`src/rtl/sca_pkg.sv`:
```
package sca_pkg;

  // one-bit full-adder sum
  function automatic logic fa_sum(input logic a, input logic b, input logic c);
    return a ^ b ^ c;
  endfunction

  // one-bit full-adder carry (majority)
  function automatic logic fa_carry(input logic a, input logic b, input logic c);
    return (a & b) | (a & c) | (b & c);
  endfunction

  // width of the exact upper region
  function automatic int unsigned exact_width(input int unsigned total,
                                              input int unsigned seg_w,
                                              input int unsigned nseg);
    return total - seg_w * nseg;
  endfunction

endpackage

```
`src/rtl/sca_ripple.sv`:
```
module sca_ripple #(
  parameter int unsigned W = 4
) (
  input  logic [W-1:0] a,
  input  logic [W-1:0] b,
  input  logic         cin,
  output logic [W-1:0] s,
  output logic         co
);
  logic [W:0] chain;

  assign chain[0] = cin;

  for (genvar i = 0; i < W; i++) begin : g_bit
    assign s[i]       = sca_pkg::fa_sum(a[i], b[i], chain[i]);
    assign chain[i+1] = sca_pkg::fa_carry(a[i], b[i], chain[i]);
  end

  assign co = chain[W];
endmodule

```
`src/rtl/sca_approx_bank.sv`:
```
module sca_approx_bank #(
  parameter int unsigned SEG_W = 4,
  parameter int unsigned NSEG  = 2
) (
  input  logic [SEG_W*NSEG-1:0] a,
  input  logic [SEG_W*NSEG-1:0] b,
  output logic [SEG_W*NSEG-1:0] s,
  output logic [NSEG-1:0]       seg_co
);
  // every segment starts from a tied-off carry of 0, so all run in parallel
  for (genvar k = 0; k < NSEG; k++) begin : g_seg
    sca_ripple #(.W(SEG_W)) u_seg (
      .a   (a[k*SEG_W +: SEG_W]),
      .b   (b[k*SEG_W +: SEG_W]),
      .cin (1'b0),
      .s   (s[k*SEG_W +: SEG_W]),
      .co  (seg_co[k])
    );
  end
endmodule

```
`src/rtl/sca_adder.sv`:
```
module sca_adder #(
  parameter int unsigned WIDTH       = 16,
  parameter int unsigned SEG_W       = 4,
  parameter int unsigned APPROX_SEGS = 2
) (
  input  logic [WIDTH-1:0] opa,
  input  logic [WIDTH-1:0] opb,
  output logic [WIDTH-1:0] sum,
  output logic             cout
);
  localparam int unsigned LO_W = SEG_W * APPROX_SEGS;
  localparam int unsigned HI_W = sca_pkg::exact_width(WIDTH, SEG_W, APPROX_SEGS);
  localparam int unsigned CV_W = (APPROX_SEGS > 0) ? APPROX_SEGS : 1;

  // raw carry of every approximate segment, and the subset that is discarded
  logic [CV_W-1:0] seg_cout;
  logic [CV_W-1:0] drop_carry;

  if (APPROX_SEGS > 0) begin : g_lo
    logic [LO_W-1:0] lo_sum;
    logic [APPROX_SEGS-1:0] lo_co;
    sca_approx_bank #(.SEG_W(SEG_W), .NSEG(APPROX_SEGS)) u_bank (
      .a      (opa[LO_W-1:0]),
      .b      (opb[LO_W-1:0]),
      .s      (lo_sum),
      .seg_co (lo_co)
    );
    assign sum[LO_W-1:0] = lo_sum;
    assign seg_cout      = lo_co;
  end else begin : g_no_lo
    assign seg_cout = '0;
  end

  if (HI_W > 0) begin : g_hi
    logic [HI_W-1:0] hi_sum;
    logic            hi_co;
    // exact upper part: its carry-in is cut from the segmented region
    sca_ripple #(.W(HI_W)) u_exact (
      .a   (opa[WIDTH-1:LO_W]),
      .b   (opb[WIDTH-1:LO_W]),
      .cin (1'b0),
      .s   (hi_sum),
      .co  (hi_co)
    );
    assign sum[WIDTH-1:LO_W] = hi_sum;
    assign cout              = hi_co;
    assign drop_carry        = seg_cout;
  end else begin : g_all_approx
    // top segment carry is the block carry-out, not a dropped one
    assign cout = seg_cout[CV_W-1];
    always_comb begin
      drop_carry         = seg_cout;
      drop_carry[CV_W-1] = 1'b0;
    end
  end
endmodule

```
`config.mk`:
```
export PLATFORM = sky130hd
export DESIGN_NAME = sca_adder
export DESIGN_NICKNAME = d
export VERILOG_FILES = /design/src/rtl/sca_pkg.sv /design/src/rtl/sca_ripple.sv /design/src/rtl/sca_approx_bank.sv /design/src/rtl/sca_adder.sv
export SDC_FILE = /design/constraint.sdc
export NUM_CORES = 1
export LEC_CHECK = 0
export BUFFER_PORTS_ARGS = -buffer_cell sky130_fd_sc_hd__clkbuf_2
export CORE_AREA = 3 3 40 42
export DETAILED_ROUTE_END_ITERATION = 7
export DIE_AREA = 0 0 43 45
export PLACE_DENSITY = 0.71
export SYNTH_ARGS = -nofsm -noshare
export SYNTH_HDL_FRONTEND = slang
export SYNTH_SLANG_ARGS = --single-unit
export TNS_END_PERCENT = 30
```
`constraint.sdc`:
```
create_clock -name vclk -period 3.84
set_input_delay 0.192 -clock vclk [all_inputs]
set_output_delay 0.192 -clock vclk [all_outputs]
set_load 0.005 [all_outputs]
```
-- Yosys cells after proc, flatten, opt, wreduce, memory -nomap -nowiden
Index checks and enable logic that the tools add are counted.
Widths: inputs -> output; s select.
- bits in latches: 0
- register bits: 0
- memories: 0
- input port bits: 32
- bits in read-only memories: 0
- output and inout port bits: 17
- RAM bits: 0
- muxes and demuxes: 0
- reduce and logical (&&, ||, !) cells: 0
- equality and inequality tests: 0
- add/sub/neg operators: 0
- shift-type cells: 0
- bitwise operators: 87
- div/mod/pow operators: 0
- order comparisons: 0
- $mul: 0
- operators by type and width (operator ; count):
    $and 1x1->1 ; 36
    $xor 1x1->1 ; 29
    $or 1x1->1 ; 22

-- Logic depth before layout (Yosys ltp)
Gate-level depths: netlist (run 1).
- word-level depth: 22
- mapped depth: 10
- depth with buffers taken out: 10

-- Cells and area by module
A second synthesis (run 1) with hierarchy kept.
- cell total of the unflattened synthesis: 48
- area, all modules: 440.4 um^2
- by module, submodules not included (module ; instances ; seq. area each (um^2) ; cells each ; area an instance (um^2)):
    sca_ripple at g_lo.u_bank.g_seg[0].u_seg ... ; 2 ; 0.0 ; 14 ; 117.6
    sca_ripple at g_hi.u_exact ; 1 ; 0.0 ; 18 ; 197.7
    sca_adder ; 1 ; 0.0 ; 1 ; 3.8
    sca_approx_bank ; 1 ; 0.0 ; 1 ; 3.8

-- Worst setup path before layout (run 1)
No wires, ideal clock.
- path kind: input to output
- from: input port opa[8]
- to: output port sum[15]
- required time: 3648 ps
- setup slack: 495 ps
- data arrival time: 3153 ps
- stages on the path: 10
- path buffers: 0
- path through: ha_1 fa_1 fa_1 fa_1 fa_1 fa_1 fa_1 inv_1 fa_1 inv_1
- word-level cells in the longest chain between the ends: 20
- RTL lines (element ; line ; RTL):
    start: declaration ; sca_adder.sv:6 ; input logic [WIDTH-1:0] opa,
    $and 1x1->1 (*) ; sca_pkg.sv:10 ; return (a & b) | (a & c) | (b & c);
    $and 1x1->1 ; sca_pkg.sv:10 ;
    $or 1x1->1 ; sca_pkg.sv:10 ;
    $or 1x1->1 (*) ; sca_pkg.sv:10 ;
    $and 1x1->1 ; sca_pkg.sv:10 ;
    $or 1x1->1 ; sca_pkg.sv:10 ;
    $or 1x1->1 (*) ; sca_pkg.sv:10 ;
    $and 1x1->1 ; sca_pkg.sv:10 ;
    (+4 left out) ; - ;
    $or 1x1->1 (*) ; sca_pkg.sv:10 ;
    $and 1x1->1 ; sca_pkg.sv:10 ;
    $or 1x1->1 ; sca_pkg.sv:10 ;
    $or 1x1->1 (*) ; sca_pkg.sv:10 ;
    $and 1x1->1 ; sca_pkg.sv:10 ;
    $or 1x1->1 ; sca_pkg.sv:10 ;
    $or 1x1->1 (*) ; sca_pkg.sv:10 ;
    $xor 1x1->1 (*) ; sca_pkg.sv:5 ; return a ^ b ^ c;
    end: declaration ; sca_adder.sv:8 ; output logic [WIDTH-1:0] sum,
Mark *: on every way between the ends. The rest lies on a longest branch, timed or not.

-- Final worst setup path (run 1)
Ends and elaborated chain as after synthesis.

==> results of run 1 <==
-- placed cells by master, fill, tap and decap left out --
master    count
clkbuf_2     49
inv_1        15
fa_1         11
ha_1          3
xor3_1        2
-- power groups by stage --
stage          Clock [mW]  Combinational [mW]  Sequential, mW
2_1_floorplan           0              0.0402               0
6_report                0              0.0870               0
5_1_grt                 0              0.0995               0
4_1_cts                 0              0.0904               0
3_5_place_dp            0              0.0900               0
3_3_place_gp            0              0.0863               0
-- final timing paths --
path	from	endpoint	slack, ns	cells past startpoint
hold / removal	opb[0]	sum[0]	0.66	3
setup / recovery	opa[8]	sum[15]	0.24	12
-- critical path, stage by stage --
cell      delay (ns)
clkbuf_2        0.08
ha_1            0.20
fa_1            0.38
fa_1            0.39
fa_1            0.39
fa_1            0.39
fa_1            0.39
fa_1            0.37
inv_1           0.08
fa_1            0.40
inv_1           0.06
clkbuf_2        0.10
-- metrics by stage --
step | total power, mW | hold WS [ns]
CTS | 0.0904 | 0.668
detailed placement | 0.0900 | 0.667
floorplan | 0.0402 | 0.493
global placement | 0.0863 | 0.668
global route | 0.0995 | 0.686
finish | 0.0870 | 0.664
-- routing by layer --
layer / track usage / vias to the layer above / share of wire
li1: - / 181 / -
met1: 0.0955 / 173 / 0.26
met2: 0.183 / 22 / 0.63
met3: 0.0120 / 0 / 0.11
met4: 0 / 0 / 0
met5: 0 / - / 0
-- cell families (layout without fill, tap and decap cells) --
kind of cell	count (synthesis)	count (layout)	share of synthesized area
xor+xnor	2	2	0.132
fa+ha+maj	14	14	0.713
buf+inv	15	64	0.156
-- area by class of cell --
type               count  area [um^2]  area share
well taps             15         18.8      0.0300
multi-input cells     16          305       0.488
inverters             15         56.3      0.0900
repair buffers        49          245       0.392
==> flow_summary.ini, run 1 <==
[worst_setup_path]
end_kind = output port
crit_type = input port to output port
startpoint_type = input port
cp_max_fo = 1
cp.required_ns = 3.65
arrival_ns = 3.41

[die]
fp.dieArea_mm2 = 0.00194
ios = 49
die_h_um = 45
die_w_um = 43
core_mm2 = 0.00128
start_util = 0.281
rows = 13

[yosys]
syn_area_per_cell_um2 = 11.7
synthDistinctLibCells = 4
syn_inst = 31
synth_area_leaders = fa_1 61%, inv_1 16%, xor3_1 13%, ha_1 10%
ys_seq_area_frac = 0
netlist_area_um2 = 362
synth_warnings = 0
synth_top_area_share = 0.609
yosysTopAreaCell = fa_1
synth_nets = 77
synth_commonest_cells = 15 x inv_1, 11 x fa_1, 3 x ha_1
synth.most_common_cell = inv_1

[grt]
gr-usage-all-layers = 0.0861
grt_pass1_wl_um = 1370
antenna_found_initial = 0
grt_remaining_overflow = 0
first_global_vias = 372
grt_max_degree = 2

[place]
portBuffers = 49
placed_cell_area_um2 = 626
place_ws_ns = 0.211
hpwlAfterDp_um = 910
dp.cells = 95
routabilityCongestion = 0.632

[power]
p_int_mw = 0.0498
sequentialPowerShare = 0
comb_power_share = 1.000
power_density_mw_per_mm2 = 139
pwr-share-clk = 0
switchingPower_mw = 0.0371
swShare = 0.427
power.leakage_nw = 0.416
ir_worst_vdd_uv = 88.5

[detailed_routing]
ant_nets = 0
via_per_inst = 3.96
dr.pass1.iters = 1
routedWlPerCell_um = 8.87
wirelength_um = 843
drc = 0
num_vias = 376
drtIter0Drc = 0

[timing]
clock.fmax_mhz = 278
fin_tns_setup_ns = 0
slew_headroom = 0.944
maxSlewViolCount = 0
rsz0062_at_grt = no
finalCritPeriodShare = 0.937
setup_viol = 0
layout_min_cycle_time_ns = 3.60
worst_pin_slew_ns = 0.0845
worst_slack_ns = 0.242
final-hold-violation-count = 0

[final_layout]
drive_gt1_frac = 0.613
nNetsFinal = 128
nClkBuffers = 0
diodes = 0
stdcell_area_um2 = 626
fin_cells = 95
seq_area_um2 = 0
seq_cell_count = 0
syn_to_final_growth_pct = 73.0
final_util = 0.487
fillers = 136

[clock_tree]
cts_hold_buffers = 0
cts_resized = 0
post_cts_buffers = 0

[run]
maxCapViolCount = 0

[status]
status = finished, final reports clean

[hold_path]
worst_hold_path_type = input port to output port
(Power assumes the default switching activity.)
==> run 2, diff against run 1 <==
Settings changed: SLEW_MARGIN set to 0.
Clock period 3.84 ns to 3.9 ns, I/O delays scaled along.
==> run 2 against run 1 <==
  * Global-route usage increased by 0.49 points
  * Core utilization unchanged
  * Combinational power decreased by 1%
  * Setup slack improved by 0.054 ns
  * Final area unchanged
  * Worst hold slack improved by 0.0067 ns
  * Die area unchanged
  * Via count increased by 1.1%
  * Sequential cell count unchanged
  * Sequential share of layout area unchanged
  * First-iteration DRC count unchanged
  * Count of clock-buffer cells in the layout unchanged
==> flow_summary.ini, run 2 (synthesis results as in run 1) <==
[worst_setup_path]
cp.required_ns = 3.70
cp_max_fo = 1
arrival_ns = 3.41
crit_type = input port to output port
startpoint_type = input port
end_kind = output port

[timing]
rsz0062_at_grt = no
holdWs_ns = 0.671
clock.fmax_mhz = 277
maxSlewViolCount = 0
worst_pin_slew_ns = 0.0863
fin_tns_setup_ns = 0
worst_slack_ns = 0.296
finalCritPeriodShare = 0.924
final-hold-violation-count = 0
layout_min_cycle_time_ns = 3.60
setup_viol = 0
slew_headroom = 0.942

[final_layout]
nClkBuffers = 0
drive_gt1_frac = 0.613
stdcell_area_um2 = 626
nNetsFinal = 128
diodes = 0
seq_cell_count = 0
seq_area_um2 = 0
syn_to_final_growth_pct = 73.0
fillers = 138
final_cell_mix = 49 x clkbuf_2, 15 x inv_1, 11 x fa_1, 3 x ha_1, 2 x xor3_1
final_common_cell = clkbuf_2

[detailed_routing]
wirelength_um = 832
ant_nets = 0
routedWlPerCell_um = 8.76
drc = 0
num_vias = 380
via_per_inst = 4.00
dr.pass1.iters = 1
drtIter0Drc = 0

[die]
rows = 13
core_mm2 = 0.00128
ios = 49
start_util = 0.281
fp.dieArea_mm2 = 0.00194
die_h_um = 45
die_w_um = 43

[clock_tree]
post_cts_buffers = 0
cts_resized = 0
cts_hold_buffers = 0

[grt]
gr-usage-all-layers = 0.0911
grt_remaining_overflow = 0
grt_pass1_wl_um = 1450
antenna_found_initial = 0
grt_max_degree = 2
first_global_vias = 395

[power]
sequentialPowerShare = 0
pwr-share-clk = 0
power_mw = 0.0858
swShare = 0.427
power.leakage_nw = 0.416
p_int_mw = 0.0491
switchingPower_mw = 0.0366
ir_worst_vdd_uv = 69.4
comb_power_share = 1.000
power_density_mw_per_mm2 = 137

[place]
hpwlAfterDp_um = 895
portBuffers = 49
placed_cell_area_um2 = 626
routabilityCongestion = 0.636
place_ws_ns = 0.258

[status]
status = finished, final reports clean

[run]
maxCapViolCount = 0

[hold_path]
worst_hold_path_type = input port to output port
## run 2: area by class of cell
| class | instances | area (um^2) | area share |
|---|---|---|---|
| tap | 15 | 18.8 | 0.0300 |
| timing repair buffer | 49 | 245 | 0.392 |
| multi-input combinational | 16 | 305 | 0.488 |
| inverter | 15 | 56.3 | 0.0900 |
## run 2: final timing paths
| kind | startpoint | endpoint | slack, ns | cells after the start |
|---|---|---|---|---|
| max | opa[8] | sum[15] | 0.30 | 12 |
| min | opb[4] | sum[4] | 0.67 | 3 |
## run 2: power by group through the flow
stage / logic, mW / clock network [mW] / registers [mW]
floorplan: 0.0396 / 0 / 0
global placement: 0.0849 / 0 / 0
detailed placement: 0.0888 / 0 / 0
CTS: 0.0893 / 0 / 0
global route: 0.0996 / 0 / 0
finish: 0.0858 / 0 / 0
## run 2: worst max-delay path: stages
cell and delay, ns:
clkbuf_2 0.08, ha_1 0.20, fa_1 0.38, fa_1 0.39, fa_1 0.39, fa_1 0.39
fa_1 0.38, fa_1 0.37, inv_1 0.08, fa_1 0.40, inv_1 0.06, clkbuf_2 0.10
## run 2: metal layers
layer	GRT usage	wire, um
met5	0	0
met4	0	0
met3	0.00797	104
met2	0.201	537
met1	0.0975	190
## run 2: per-stage QoR
step,std cells,utilization
after floorplan,31,-
after global placement,95,0.487
after detailed placement,95,0.487
after CTS,95,0.487
after global routing,95,0.487
final,95,0.487
==> run 3, diff against run 2 <==
Settings changed: PLACE_DENSITY 0.71 to 0.74.
Clock period 3.9 ns to 3.3 ns, I/O delays scaled along.
==> run 3 against run 2 <==
  * Final cell count unchanged
  * Power increased by 24%
  * Global-route usage increased by 1.3 points
  * Non-clock buffer count unchanged
  * Sequential cell count unchanged
  * Die area unchanged
==> flow_summary.ini, run 3 (synthesis results as in run 1) <==
[final_layout]
stdcell_area_um2 = 643
syn_to_final_growth_pct = 77.9
drive_gt1_frac = 0.713
seq_cell_count = 0
final_cell_mix = 49 x clkbuf_2, 14 x inv_1, 6 x fa_2, 5 x fa_1
seq_area_um2 = 0
fillers = 127
fin_cells = 95
final_util = 0.500
final_common_cell = clkbuf_2
nClkBuffers = 0
nNetsFinal = 128
diodes = 0

[detailed_routing]
routedWlPerCell_um = 9.45
drtIter0Drc = 0
wirelength_um = 898
num_vias = 391
via_per_inst = 4.12
ant_nets = 0
drc = 0
dr.pass1.iters = 1

[timing]
layout_min_cycle_time_ns = 3.28
clock.fmax_mhz = 305
worst_pin_slew_ns = 0.0794
finalCritPeriodShare = 0.993
final-hold-violation-count = 0
rsz0062_at_grt = yes
setup_viol = 0
fin_tns_setup_ns = 0
slew_headroom = 0.947
maxSlewViolCount = 0
worst_slack_ns = 0.0229

[power]
power.leakage_nw = 0.408
switchingPower_mw = 0.0452
sequentialPowerShare = 0
comb_power_share = 1.000
swShare = 0.426
p_int_mw = 0.0609
power_density_mw_per_mm2 = 165
ir_worst_vdd_uv = 64.8
pwr-share-clk = 0

[clock_tree]
post_cts_buffers = 0

[hold_path]
whs_path_depth = 3
hp-start = opb[4]
worst_hold_path_type = input port to output port

[status]
status = finished, final reports clean

[worst_setup_path]
arrival_ns = 3.11
cp.required_ns = 3.13
cp-startpoint = opa[8]
cp_max_fo = 1
end_kind = output port
crit_type = input port to output port
startpoint_type = input port

[grt]
grt_max_degree = 2
grt_remaining_overflow = 0
antenna_found_initial = 0
first_global_vias = 414
gr-usage-all-layers = 0.104
grt_pass1_wl_um = 1600

[place]
placed_cell_area_um2 = 626
routabilityCongestion = 0.687
dp.cells = 95
place_ws_ns = -0.310
portBuffers = 49
hpwlAfterDp_um = 938

[run]
maxCapViolCount = 0

[die]
core_mm2 = 0.00128
die_w_um = 43
fp.dieArea_mm2 = 0.00194
rows = 13
die_h_um = 45
ios = 49
start_util = 0.281
==> run 3: cell type report <==
class	count	area (um^2)	area share
Multi-Input combinational cell	16	323	0.502
Inverter	15	56.3	0.0875
Timing Repair Buffer	49	245	0.381
Tap cell	15	18.8	0.0292
==> run 3: through the flow <==
step                power, mW  hold WS [ns]
floorplan              0.0468         0.439
finish                  0.106         0.610
global placement        0.101         0.614
global route            0.124         0.642
CTS                     0.109         0.614
detailed placement      0.106         0.613
==> run 3: critical path, stage by stage <==
cell      delay (ns)
clkbuf_2        0.08
ha_2            0.17
fa_2            0.34
fa_2            0.35
fa_2            0.34
fa_2            0.34
fa_2            0.35
fa_2            0.34
inv_2           0.06
fa_1            0.40
inv_1           0.06
clkbuf_2        0.10
==> run 3: timing repair <==
action	in CTS	in global routing
setup endpoints to repair	2	1
hold endpoints to repair	0	0
hold buffers	0	0
resized for setup	8	0
==> run 3: worst paths after layout <==
| path | end |
|---|---|
| worst max-delay path | sum[15] |
| worst min-delay path | sum[4] |
==> run 3: metal layers <==
layer | vias up | GRT usage | share of wire
met5 | - | 0 | 0
li1 | 181 | - | -
met2 | 29 | 0.231 | 0.59
met3 | 0 | 0.00797 | 0.14
met4 | 0 | 0 | 0
met1 | 181 | 0.110 | 0.27
==> run 3: power by group through the flow <==
stage / combinational (mW) / clock, mW / sequential, mW
2_1_floorplan: 0.0468 / 0 / 0
3_3_place_gp: 0.101 / 0 / 0
3_5_place_dp: 0.106 / 0 / 0
4_1_cts: 0.109 / 0 / 0
5_1_grt: 0.124 / 0 / 0
6_report: 0.106 / 0 / 0
